### src/rtl/hw_break_unit.sv
module hw_break_unit #(
  parameter int NUM_BP = 8,
  parameter int NUM_WP = 4,
  parameter int AW     = 24,
  parameter int DW     = 8
) (
  input  logic              clk,
  input  logic              rst_n,
  input  logic              cfg_we,
  input  logic [4:0]        cfg_addr,
  input  logic [31:0]       cfg_wdata,
  input  logic              cpu_exec,
  input  logic [AW-1:0]     cpu_pc,
  input  logic              mem_valid,
  input  logic              mem_wr,
  input  logic [1:0]        mem_space,
  input  logic [AW-1:0]     mem_addr,
  input  logic [DW-1:0]     mem_data,
  input  logic              dbg_access,
  output logic              halt_req,
  output logic [NUM_BP-1:0] bp_hits,
  output logic [NUM_WP-1:0] wp_hits,
  output logic              code_run,
  output logic              dbg_active
);
  localparam int WP_BASE = 16;
  localparam logic [4:0] CLR_ADDR = 5'd31;
  localparam int EN_BIT = 31;

  logic [AW-1:0] bp_addr [NUM_BP];
  logic [NUM_BP-1:0] bp_en;
  logic [AW-1:0] wp_addr [NUM_WP];
  logic [DW-1:0] wp_val  [NUM_WP];
  logic [1:0]    wp_space[NUM_WP];
  logic [NUM_WP-1:0] wp_en, wp_wr, wp_rd, wp_dme;

  logic [NUM_BP-1:0] bp_match;
  logic [NUM_WP-1:0] wp_match;
  logic clr_wr;
  logic unused_cfg;

  assign clr_wr = cfg_we && (cfg_addr == CLR_ADDR);
  assign unused_cfg = ^cfg_wdata;

  always_ff @(posedge clk) begin
    if (!rst_n) begin
      bp_en <= '0;
      wp_en <= '0;
      wp_wr <= '0;
      wp_rd <= '0;
      wp_dme <= '0;
      for (int i = 0; i < NUM_BP; i++) bp_addr[i] <= '0;
      for (int j = 0; j < NUM_WP; j++) begin
        wp_addr[j]  <= '0;
        wp_val[j]   <= '0;
        wp_space[j] <= 2'd3;
      end
    end else if (cfg_we) begin
      for (int i = 0; i < NUM_BP; i++)
        if (cfg_addr == 5'(i)) begin
          bp_addr[i] <= cfg_wdata[AW-1:0];
          bp_en[i]   <= cfg_wdata[EN_BIT];
        end
      for (int j = 0; j < NUM_WP; j++) begin
        if (cfg_addr == 5'(WP_BASE + 2*j)) begin
          wp_addr[j] <= cfg_wdata[AW-1:0];
          wp_en[j]   <= cfg_wdata[EN_BIT];
        end
        if (cfg_addr == 5'(WP_BASE + 2*j + 1)) begin
          wp_val[j]   <= cfg_wdata[DW-1:0];
          wp_wr[j]    <= cfg_wdata[DW];
          wp_rd[j]    <= cfg_wdata[DW+1];
          wp_dme[j]   <= cfg_wdata[DW+2];
          wp_space[j] <= cfg_wdata[DW+4:DW+3];
        end
      end
    end
  end

  always_comb begin
    for (int i = 0; i < NUM_BP; i++)
      bp_match[i] = bp_en[i] && cpu_exec && (cpu_pc == bp_addr[i]);
    for (int j = 0; j < NUM_WP; j++)
      wp_match[j] = wp_en[j] && mem_valid
                 && (wp_space[j] != 2'd3) && (mem_space == wp_space[j])
                 && (mem_wr ? wp_wr[j] : wp_rd[j])
                 && (!wp_dme[j] || (mem_data == wp_val[j]))
                 && (mem_addr == wp_addr[j]);
  end

  always_ff @(posedge clk) begin
    if (!rst_n) begin
      halt_req   <= 1'b0;
      bp_hits    <= '0;
      wp_hits    <= '0;
      code_run   <= 1'b0;
      dbg_active <= 1'b0;
    end else begin
      halt_req   <= |{bp_match, wp_match};
      bp_hits    <= (clr_wr ? bp_hits & ~cfg_wdata[NUM_BP-1:0] : bp_hits) | bp_match;
      wp_hits    <= (clr_wr ? wp_hits & ~cfg_wdata[8 +: NUM_WP] : wp_hits) | wp_match;
      code_run   <= cpu_exec;
      dbg_active <= dbg_access;
    end
  end
endmodule

### config.mk
export PLATFORM = sky130hd
export DESIGN_NAME = hw_break_unit
export DESIGN_NICKNAME = d
export VERILOG_FILES = /design/src/rtl/hw_break_unit.sv
export SDC_FILE = /design/constraint.sdc
export NUM_CORES = 1
export LEC_CHECK = 0
export CAP_MARGIN = 20
export CORE_MARGIN = 5
export CORE_UTILIZATION = 55
export CTS_BUF_LIST = sky130_fd_sc_hd__clkbuf_16
export DETAILED_ROUTE_END_ITERATION = 10
export GPL_ROUTABILITY_DRIVEN = 0
export PLACE_DENSITY = 0.77
export SLEW_MARGIN = 0
export SYNTH_ARGS = -nofsm -noshare
export SYNTH_HDL_FRONTEND = slang
export SYNTH_SLANG_ARGS = --single-unit
### constraint.sdc
create_clock -name clk -period 6.8 [get_ports clk]
set_input_delay 1.36 -clock clk [delete_from_list [all_inputs] [get_ports clk]]
set_output_delay 1.36 -clock clk [all_outputs]
set_load 0.05 [all_outputs]
==> results of run 1 <==
==> registers in the layout, summed over array words and instances, names as in the netlist <==
| name | flops |
|---|---|
| wp_hits | 4 |
| wp_wr | 4 |
| bp_en | 8 |
| code_run | 1 |
| wp_space | 8 |
| dbg_active | 1 |
| halt_req | 1 |
| wp_dme | 4 |
| wp_en | 4 |
| wp_addr | 96 |
| bp_hits | 8 |
| wp_val | 32 |
| wp_rd | 4 |
| bp_addr | 192 |
==> final timing paths <==
path	endpoint	slack [ps]	cells after the start
max	bp_addr[0][8]	2660	5
min	wp_wr[3]	460	2
min reg2reg	wp_wr[3]	460	2
max reg2reg	halt_req	4210	6
==> critical path, stage by stage <==
cell,delay (ps)
sky130_fd_sc_hd__clkdlybuf4s50_1,420
sky130_fd_sc_hd__nand2b_1,170
sky130_fd_sc_hd__nor3_1,540
sky130_fd_sc_hd__nand2_1,760
sky130_fd_sc_hd__nand2_1,1010
==> report_power, final <==
part           internal, W  total (W)  switching (W)
registers          0.00258    0.00264      0.0000555
logic             0.000188   0.000483       0.000294
clock network      0.00105    0.00188       0.000833
total              0.00382    0.00500        0.00118
==> logic make-up (layout without fill, tap and decap cells) <==
group	count (synthesis)	count (layout)	share of synthesized area (%)
multiplexers	20	20	1.187
AND/OR/NAND/NOR	544	544	14.29
XOR/XNOR	324	324	16.83
flip-flops	367	367	63.05
buffers and inverters	115	216	3.585
AO/OA/AOI/OAI	29	29	1.054
==> cells in the mapped netlist, drive strengths merged, types with 5 or more instances <==
library cell and count:
edfxtp 328, nor2 306, xnor2 183, xor2 141
nand2 94, clkbuf 64, nand4 44, nor4 43
dfxtp 39, nand3 28, buf 26, inv 25
a21oi 20, mux2i 20, nor3 7, or4 7
a2111oi 6, nand2b 5, nor2b 5
==> metrics by stage <==
step | instance area (um^2) | std cells | hold slack, ps
2_1_floorplan | 16860 | 1399 | 435.7
3_3_place_gp | 18020 | 1826 | 440.9
3_5_place_dp | 18020 | 1826 | 446.8
4_1_cts | 19130 | 1892 | 455.3
5_1_grt | 19240 | 1896 | 478.3
6_report | 19240 | 1896 | 455.2
==> cell type report <==
type | instances | area [um^2]
clock buffers | 38 | 950.9
inverters | 25 | 93.84
well taps | 396 | 495.5
multi-input cells | 917 | 5624
clock inverters | 28 | 158.9
fillers | 2259 | 11190
flip-flops and latches | 367 | 10630
repair buffers | 125 | 1286
==> cell usage in the layout, fill, tap and decap left out, types with 28 or more instances in the layout <==
cell type,Yosys,routed
sky130_fd_sc_hd__xnor2_1,183,183
sky130_fd_sc_hd__xor2_1,141,141
sky130_fd_sc_hd__edfxtp_1,328,328
sky130_fd_sc_hd__nor4_1,39,39
sky130_fd_sc_hd__nor2_1,306,306
sky130_fd_sc_hd__clkdlybuf4s50_1,0,108
sky130_fd_sc_hd__nand2_1,94,94
sky130_fd_sc_hd__nand3_1,28,28
sky130_fd_sc_hd__dfxtp_1,39,39
sky130_fd_sc_hd__nand4_1,44,44
sky130_fd_sc_hd__clkbuf_16,0,38
sky130_fd_sc_hd__inv_1,25,36
==> metal layers <==
layer,GRT usage (%),vias to the layer above,wire length (um),part of all wire (%)
met3,6.265,116,5707,12
met4,10.19,2,1884,4.1
met5,0,-,12,0.026
li1,-,4904,-,-
met2,43.60,669,21890,48
met1,35.25,5393,16530,36
==> impl_metrics.env, run 1 <==
export IMPL_status="complete, no violations"
export IMPL_drcViolationCount=0
export IMPL_criticalPathCategory="primary input to register"
export IMPL_synth_largest_type_area_fraction_pct=58.42
export IMPL_grt_pass1_vias=11010
export IMPL_cts_resized=0
export IMPL_detail_route_iter0_violations=1469
export IMPL_first_pass_grt_wire_length_mm=66.85
export IMPL_worst_ep_arrival_time_ps=4270
export IMPL_clock_latency_ps=520
export IMPL_synthToLayoutAreaGrowth_pct=14.12
export IMPL_worstMarginPinSlew_ps=1163
export IMPL_drtAntennaViolNets=0
export IMPL_post_synth_num_cell_types=32
export IMPL_postCtsHoldBufs=0
export IMPL_floorplan_die_height_um=185.1
export IMPL_cts_inserted_buffers=37
export IMPL_timing_rr_start="wp_addr[1][15]"
export IMPL_max_cap_violations=0
export IMPL_netlist_top_cells_area="sky130_fd_sc_hd__edfxtp_1 (58%), sky130_fd_sc_hd__xnor2_1 (9.5%), sky130_fd_sc_hd__xor2_1 (7.3%)"
export IMPL_synth_nets=1501
export IMPL_synth_async_reset_ratio_pct=0
export IMPL_synth_seq_area_share_pct=63.05
export IMPL_number_of_diodes_added_for_antenna_fixing=0
export IMPL_start_point_of_the_critical_path="cfg_addr[4]"
export IMPL_input_output_buffers=109
export IMPL_drive_gt1_share_pct=4.667
export IMPL_grt_start_max_net_pins=44
export IMPL_finalSetupViolations=0
export IMPL_hold_path_startpoint="wp_wr[3]"
export IMPL_ctsLongestPathBuffers=3
export IMPL_worst_path_max_fanout=26
export IMPL_rsz0062_at_grt="no"
export IMPL_total_die_area_um2=34250
export IMPL_cts_sinks=367
export IMPL_vias_after_detailed_routing=11080
export IMPL_pre_cts_slack_ps=2226
export IMPL_finish_net_count=1575
export IMPL_synth_warnings=0
export IMPL_mappedNetlistArea_um2=16860
export IMPL_root_buffer="sky130_fd_sc_hd__clkbuf_16"
export IMPL_initial_utilization_pct=55.40
export IMPL_timing_hold_violations_final=0
export IMPL_drt_pass1_iter_count=6
export IMPL_worst_setup_hold_path_clk_slew_ps=60
export IMPL_finalPower_w=0.005002
export IMPL_grt_overflow=0
export IMPL_antenna_violations_before_repair=1
export IMPL_worstPathRequired_ps=6920
export IMPL_cts_setup_buffers=0
export IMPL_final_core_util_pct=63.23
export IMPL_max_freq_mhz=241.5
export IMPL_critical_path_source_type="primary input"
export IMPL_globalRouteTotalUtil_pct=26.76
export IMPL_synth_largest_area_cell="sky130_fd_sc_hd__edfxtp_1"
export IMPL_post_synth_inst_count=1399
export IMPL_cts_htree_levels=2
export IMPL_finClkSkew_ps=25.53
export IMPL_core_footprint_um2=30430
export IMPL_syn_mean_instance_area_um2=12.05
export IMPL_hold_class="register to register"
export IMPL_critical_path_endpoint_type="register"
export IMPL_setup_ws_ps=2659
export IMPL_largest_vdd_supply_drop_mv=0.2008
export IMPL_report_final_slew_viol_count=0
export IMPL_design_portCount=117
export IMPL_placementRows=64
export IMPL_post_route_min_period_ps=4141
export IMPL_tns_ps=0
export IMPL_drt_vias_per_instance=5.846
export IMPL_fin_crit_sh_pct=60.89
export IMPL_routed_wire_length_per_instance_um=24.28
export IMPL_ys_ff_latch=367
export IMPL_cts_tree="built"
export IMPL_power_density_nw_per_um2=260.0
export IMPL_ys_dominant_reg_cell="sky130_fd_sc_hd__edfxtp_1"
export IMPL_synth_edf_count=328
export IMPL_hpwl_mm=29.45
export IMPL_fp_dieW_um=185.1
export IMPL_routed_wirelength_mm=46.03
export IMPL_remaining_max_slew_budget_at_the_tightest_pin_pct=22.26
export IMPL_leakagePower_nw=6.597
Note: power is estimated with default switching activity, not from simulation.
==> run 2: changes to the inputs <==
==> constraint.sdc (replaced) <==
create_clock -name clk -period 4 [get_ports clk]
set_input_delay 0.8 -clock clk [delete_from_list [all_inputs] [get_ports clk]]
set_output_delay 0.8 -clock clk [all_outputs]
set_load 0.05 [all_outputs]
==> run 2 against run 1 <==
Effect of this change:
- sequential share of layout area down 0.77 points
- non-clock buffer count grew 47
- sequential power rose by 70%
- critical endpoint is now halt_req
- highest routed layer is now met4
==> impl_metrics.env, run 2 (synthesis gave the netlist of run 1 again) <==
export IMPL_leakagePower_nw=6.799
export IMPL_cts_resized=0
export IMPL_rsz0062_at_grt="no"
export IMPL_grt_overflow=0
export IMPL_crit_reg2reg_capture="halt_req"
export IMPL_vias_after_detailed_routing=11120
export IMPL_antenna_violations_before_repair=0
export IMPL_worst_hold_path_num_cells=2
export IMPL_finish_net_count=1622
export IMPL_ctsLongestPathBuffers=3
export IMPL_grt_pass1_vias=10980
export IMPL_hold_path_startpoint="wp_wr[3]"
export IMPL_largest_register="bp_addr"
export IMPL_worstPathRequired_ps=4430
export IMPL_postCtsHoldBufs=0
export IMPL_cts_tree="built"
export IMPL_worst_setup_hold_path_clk_slew_ps=60
export IMPL_worst_r2r_setup_slack_ps=1420
export IMPL_timing_hold_violations_final=0
export IMPL_hpwl_mm=31.18
export IMPL_drtAntennaViolNets=0
export IMPL_status="complete, no violations"
export IMPL_cts_setup_buffers=0
export IMPL_worst_path_max_fanout=7
export IMPL_reg2reg_depth=6
export IMPL_design_portCount=117
export IMPL_placementRows=64
export IMPL_grt_start_max_net_pins=34
export IMPL_input_output_buffers=109
export IMPL_fin_crit_sh_pct=78.15
export IMPL_core_footprint_um2=30430
export IMPL_cts_htree_levels=2
export IMPL_clock_latency_ps=520
export IMPL_critical_path_source_type="primary input"
export IMPL_drcViolationCount=0
export IMPL_fp_dieW_um=185.1
export IMPL_synthToLayoutAreaGrowth_pct=15.73
export IMPL_total_die_area_um2=34250
export IMPL_max_freq_mhz=319.9
export IMPL_number_of_diodes_added_for_antenna_fixing=0
export IMPL_drt_vias_per_instance=5.722
export IMPL_hold_class="register to register"
export IMPL_root_buffer="sky130_fd_sc_hd__clkbuf_16"
export IMPL_detail_route_iter0_violations=1412
export IMPL_drive_gt1_share_pct=7.429
export IMPL_routed_wire_length_per_instance_um=23.67
export IMPL_post_route_min_period_ps=3126
export IMPL_routed_wirelength_mm=46.02
export IMPL_critical_path_endpoint_type="register"
export IMPL_tns_ps=0
export IMPL_globalRouteTotalUtil_pct=27.09
export IMPL_setup_ws_ps=874.1
export IMPL_layout_cells_most_common="sky130_fd_sc_hd__edfxtp_1"
export IMPL_power_density_nw_per_um2=434.2
export IMPL_largest_register_ff_count=192
export IMPL_first_pass_grt_wire_length_mm=68.17
export IMPL_highest_count_cells_in_the_layout_ignoring_fill_and_taps="sky130_fd_sc_hd__edfxtp_1 (328), sky130_fd_sc_hd__nor2_1 (306), sky130_fd_sc_hd__xnor2_1 (183), sky130_fd_sc_hd__xor2_1 (141), sky130_fd_sc_hd__clkdlybuf4s50_1 (108)"
export IMPL_report_final_slew_viol_count=0
export IMPL_min_to="wp_wr[3]"
export IMPL_pre_cts_slack_ps=446.0
export IMPL_finClkSkew_ps=16.88
export IMPL_max_cap_violations=0
export IMPL_cts_inserted_buffers=37
export IMPL_largest_vdd_supply_drop_mv=0.2662
export IMPL_floorplan_die_height_um=185.1
export IMPL_worst_ep_arrival_time_ps=3560
export IMPL_biggestRegsByFlops="bp_addr: 192 flops, wp_addr: 96 flops, wp_val: 32 flops"
export IMPL_remaining_max_slew_budget_at_the_tightest_pin_pct=29.75
export IMPL_timing_rr_start="wp_space[2][0]"
export IMPL_finalSetupViolations=0
export IMPL_drt_pass1_iter_count=5
export IMPL_criticalPathCategory="primary input to register"
export IMPL_worstMarginPinSlew_ps=1051
export IMPL_cts_sinks=367
export IMPL_initial_utilization_pct=55.40
==> run 2: through the flow <==
step | total power, W | util (%) | area (um^2) | instances | hold slack [ps]
after floorplan | 0.005031 | - | 16860 | 1399 | 435.7
after global placement | 0.005361 | 60.56 | 18430 | 1877 | 442.6
after detailed placement | 0.005391 | 60.56 | 18430 | 1877 | 453.1
after CTS | 0.008489 | 64.12 | 19510 | 1944 | 461.8
after global routing | 0.008738 | 64.12 | 19510 | 1944 | 470.8
final | 0.008472 | 64.12 | 19510 | 1944 | 456.1
==> run 2: worst max path at each step <==
stage                                end   startpoint  depth (start not counted)
after floorplan           bp_addr[0][24]  cfg_addr[0]                          6
after global placement          halt_req    cpu_pc[3]                          7
after detailed placement        halt_req    cpu_pc[9]                          7
after CTS                       halt_req    cpu_pc[9]                          7
after global routing            halt_req    cpu_pc[9]                          7
final                           halt_req   cpu_pc[19]                          7
==> run 2: critical path, stage by stage <==
cell and delay, ps:
sky130_fd_sc_hd__clkdlybuf4s50_1 780, sky130_fd_sc_hd__xnor2_1 380, sky130_fd_sc_hd__nand4_1 140, sky130_fd_sc_hd__or4_1 520
sky130_fd_sc_hd__nor4_2 580, sky130_fd_sc_hd__nor4_1 140, sky130_fd_sc_hd__a31oi_1 200
==> run 2: layout make-up <==
cell class              instances  area, um^2
clock buffers                  37       925.9
clock inverters                30       157.7
fillers                      2244       10920
inverters                      25       93.84
multi-input cells             917        5624
flip-flops and latches        367       10630
well taps                     396       495.5
repair buffers                172        1584
==> run 2: metal layers <==
metal / part of all wire [%] / vias up / track usage (%) / wire length (um)
li1: - / 5001 / - / -
met1: 38 / 5350 / 37.90 / 17260
met2: 47 / 662 / 42.49 / 21600
met3: 12 / 110 / 5.970 / 5571
met4: 3.5 / 0 / 9.278 / 1590
met5: 0 / - / 0 / 0
==> run 2: report_power, final <==
group	internal (W)	total [W]	switching, W
clock	0.00175	0.00315	0.00140
combinational	0.000340	0.000849	0.000509
sequential	0.00438	0.00448	0.0000928
==> run 3: changes to the inputs <==
--- a/config.mk
+++ b/config.mk
@@ -7,11 +7,11 @@
 export LEC_CHECK = 0
 export CAP_MARGIN = 20
 export CORE_MARGIN = 5
-export CORE_UTILIZATION = 55
+export CORE_UTILIZATION = 53
 export CTS_BUF_LIST = sky130_fd_sc_hd__clkbuf_16
 export DETAILED_ROUTE_END_ITERATION = 10
 export GPL_ROUTABILITY_DRIVEN = 0
-export PLACE_DENSITY = 0.77
+export PLACE_DENSITY = 0.78
 export SLEW_MARGIN = 0
 export SYNTH_ARGS = -nofsm -noshare
 export SYNTH_HDL_FRONTEND = slang
==> constraint.sdc (replaced) <==
create_clock -name clk -period 2.8 [get_ports clk]
set_input_delay 0.56 -clock clk [delete_from_list [all_inputs] [get_ports clk]]
set_output_delay 0.56 -clock clk [all_outputs]
set_load 0.05 [all_outputs]
==> run 3 against run 2 <==
Effect of this change:
- global-route usage fell by 0.67 points
- flip-flop and latch count did not move
- combinational power rose by 60%
- power rose by 51%
- clock skew rose by 1.1 ps
- routed wire length rose by 3.4%
- register-to-register slack got worse by 950 ps
- worst setup slack got worse by 700 ps
- sequential power rose by 43%
==> impl_metrics.env, run 3 (synthesis gave the netlist of run 1 again) <==
export IMPL_status="complete, no violations"
export IMPL_number_of_diodes_added_for_antenna_fixing=0
export IMPL_floorplan_die_height_um=188.4
export IMPL_power_density_nw_per_um2=619.3
export IMPL_grt_overflow=0
export IMPL_grt_start_max_net_pins=27
export IMPL_largest_register_ff_count=192
export IMPL_design_portCount=117
export IMPL_critical_path_endpoint_type="register"
export IMPL_hpwl_mm=32.47
export IMPL_drt_vias_per_instance=5.761
export IMPL_worst_ep_arrival_time_ps=3090
export IMPL_share_clk_of_total_power_pct=39.2
export IMPL_ctsLongestPathBuffers=3
export IMPL_report_final_slew_viol_count=0
export IMPL_worstMarginPinSlew_ps=853.8
export IMPL_largest_register="bp_addr"
export IMPL_power_internal_w=0.009725
export IMPL_clock_latency_ps=530
export IMPL_worst_path_max_fanout=5
export IMPL_first_pass_grt_wire_length_mm=70.31
export IMPL_share_seq_of_total_power_pct=50.1
export IMPL_multi_input_comb_area_um2=5624
export IMPL_timing_hold_violations_final=0
export IMPL_worst_hold_path_num_cells=2
export IMPL_antenna_violations_before_repair=0
export IMPL_drtAntennaViolNets=0
export IMPL_post_route_min_period_ps=2627
export IMPL_detail_route_iter0_violations=1441
export IMPL_area_sequential_um2=10630
export IMPL_cts_htree_levels=2
export IMPL_postCtsHoldBufs=0
export IMPL_globalRouteTotalUtil_pct=26.42
export IMPL_remaining_max_slew_budget_at_the_tightest_pin_pct=42.94
export IMPL_criticalPathCategory="primary input to register"
export IMPL_crit_top_cell="sky130_fd_sc_hd__nor4_1"
export IMPL_max_cap_violations=0
export IMPL_min_to="wp_rd[1]"
export IMPL_critical_path_source_type="primary input"
export IMPL_start_point_of_the_critical_path="cpu_pc[10]"
export IMPL_finish_net_count=1716
export IMPL_crit_reg2reg_capture="halt_req"
export IMPL_grt_pass1_vias=11540
export IMPL_synthToLayoutAreaGrowth_pct=22.19
export IMPL_placementRows=65
export IMPL_total_die_area_um2=35480
export IMPL_drive_gt1_share_pct=13.38
export IMPL_critPathSlowestCell="sky130_fd_sc_hd__or4_1"
export IMPL_biggestRegsByFlops="bp_addr: 192 flops, wp_addr: 96 flops, wp_val: 32 flops"
export IMPL_root_buffer="sky130_fd_sc_hd__clkbuf_16"
export IMPL_hold_path_startpoint="wp_rd[1]"
export IMPL_input_output_buffers=109
export IMPL_leakagePower_nw=7.372
export IMPL_worstPathRequired_ps=3270
export IMPL_num_fill_cells=2216
export IMPL_setup_ws_ps=173.4
export IMPL_drcViolationCount=0
export IMPL_max_freq_mhz=380.7
export IMPL_worst_r2r_setup_slack_ps=470
export IMPL_finalSetupViolations=0
export IMPL_routed_wire_length_per_instance_um=23.26
export IMPL_cts_setup_buffers=0
export IMPL_power_share_switching_pct=23.77
export IMPL_worst_setup_hold_path_clk_slew_ps=70
export IMPL_finClkSkew_ps=17.96
export IMPL_crit_chain="clkdlybuf4s50_1 -> buf_12 -> xnor2_1 -> nand4_1 -> or4_1 -> nor4_1 -> buf_4 -> nor4_1 -> a31oi_1"
export IMPL_pre_cts_slack_ps=-323.1
export IMPL_rsz0062_at_grt="no"
export IMPL_cts_inserted_buffers=38
export IMPL_timing_rr_start="wp_addr[0][14]"
export IMPL_tns_ps=0
export IMPL_layout_cells_most_common="sky130_fd_sc_hd__edfxtp_1"
export IMPL_max_stage_delay_ps=630
export IMPL_fin_crit_sh_pct=93.81
export IMPL_initial_utilization_pct=53.56
export IMPL_cts_sinks=367
export IMPL_cts_tree="built"
export IMPL_fp_dieW_um=188.4
export IMPL_core_footprint_um2=31470
export IMPL_power_switching_w=0.003033
export IMPL_largest_vdd_supply_drop_mv=0.5068
export IMPL_drt_pass1_iter_count=5
export IMPL_combPwrFrac_pct=10.6
export IMPL_vias_after_detailed_routing=11790
export IMPL_cts_resized=0
export IMPL_hold_class="register to register"
export IMPL_reg2reg_depth=7
export IMPL_routed_wirelength_mm=47.58
export IMPL_highest_count_cells_in_the_layout_ignoring_fill_and_taps="sky130_fd_sc_hd__edfxtp_1 (328), sky130_fd_sc_hd__nor2_1 (306), sky130_fd_sc_hd__xnor2_1 (183), sky130_fd_sc_hd__xor2_1 (141), sky130_fd_sc_hd__buf_4 (135)"
[run 3: cell count changes in the layout (fill, tap and decap cells not counted), sizes merged]
| cell | before | now |
|---|---|---|
| bufinv | 1 | 4 |
| clkinvlp | 1 | 3 |
| clkbuf | 37 | 38 |
| buf | 64 | 157 |
| inv | 41 | 32 |
| clkinv | 12 | 18 |
[run 3: cell type report]
cell class	instances	share of cell area (%)
multi-input combinational	917	27.30
clock inverter	32	1.348
inverter	25	0.4555
timing repair buffer	265	12.23
tap	402	2.442
clock buffer	38	4.616
sequential	367	51.60
[run 3: through the flow]
| stage | total power [W] | instances | cell area, um^2 | hold slack [ps] | util [%] |
|---|---|---|---|---|---|
| floorplan | 0.007187 | 1399 | 16860 | 435.7 | - |
| global route | 0.01310 | 2046 | 20600 | 492.4 | 65.45 |
| CTS | 0.01275 | 2046 | 20600 | 463.5 | 65.45 |
| global placement | 0.007797 | 1976 | 19370 | 441.5 | 61.55 |
| detailed placement | 0.007840 | 1976 | 19370 | 454.5 | 61.55 |
| finish | 0.01276 | 2046 | 20600 | 467.3 | 65.45 |
[run 3: worst max path at each step]
stage / end / slack (ps) / cells past startpoint
floorplan: bp_addr[0][24] / 270 / 6
global placement: halt_req / -270 / 9
detailed placement: halt_req / -320 / 9
CTS: halt_req / 200 / 9
global route: halt_req / 60 / 9
finish: halt_req / 170 / 9
[run 3: critical path, delay by kind of cell]
family,cells,cell delay (ps)
AND/OR/NAND/NOR,4,1240
buffers and inverters,3,990
XOR/XNOR,1,180
AO/OA/AOI/OAI,1,110
[run 3: layer usage]
layer | vias up | share of wire (%) | GRT usage, %
li1 | 5199 | - | -
met1 | 5704 | 37 | 35.54
met2 | 757 | 48 | 43.78
met3 | 127 | 12 | 5.280
met4 | 0 | 3.2 | 8.240
met5 | - | 0 | 0
[run 3: power groups by stage]
stage,Sequential (W),Clock (W),Combinational [W]
final,0.00639,0.00501,0.00136
after global routing,0.00642,0.00526,0.00143
after CTS,0.00640,0.00501,0.00134
after detailed placement,0.00651,0,0.00133
after global placement,0.00649,0,0.00131
after floorplan,0.00649,0,0.000698
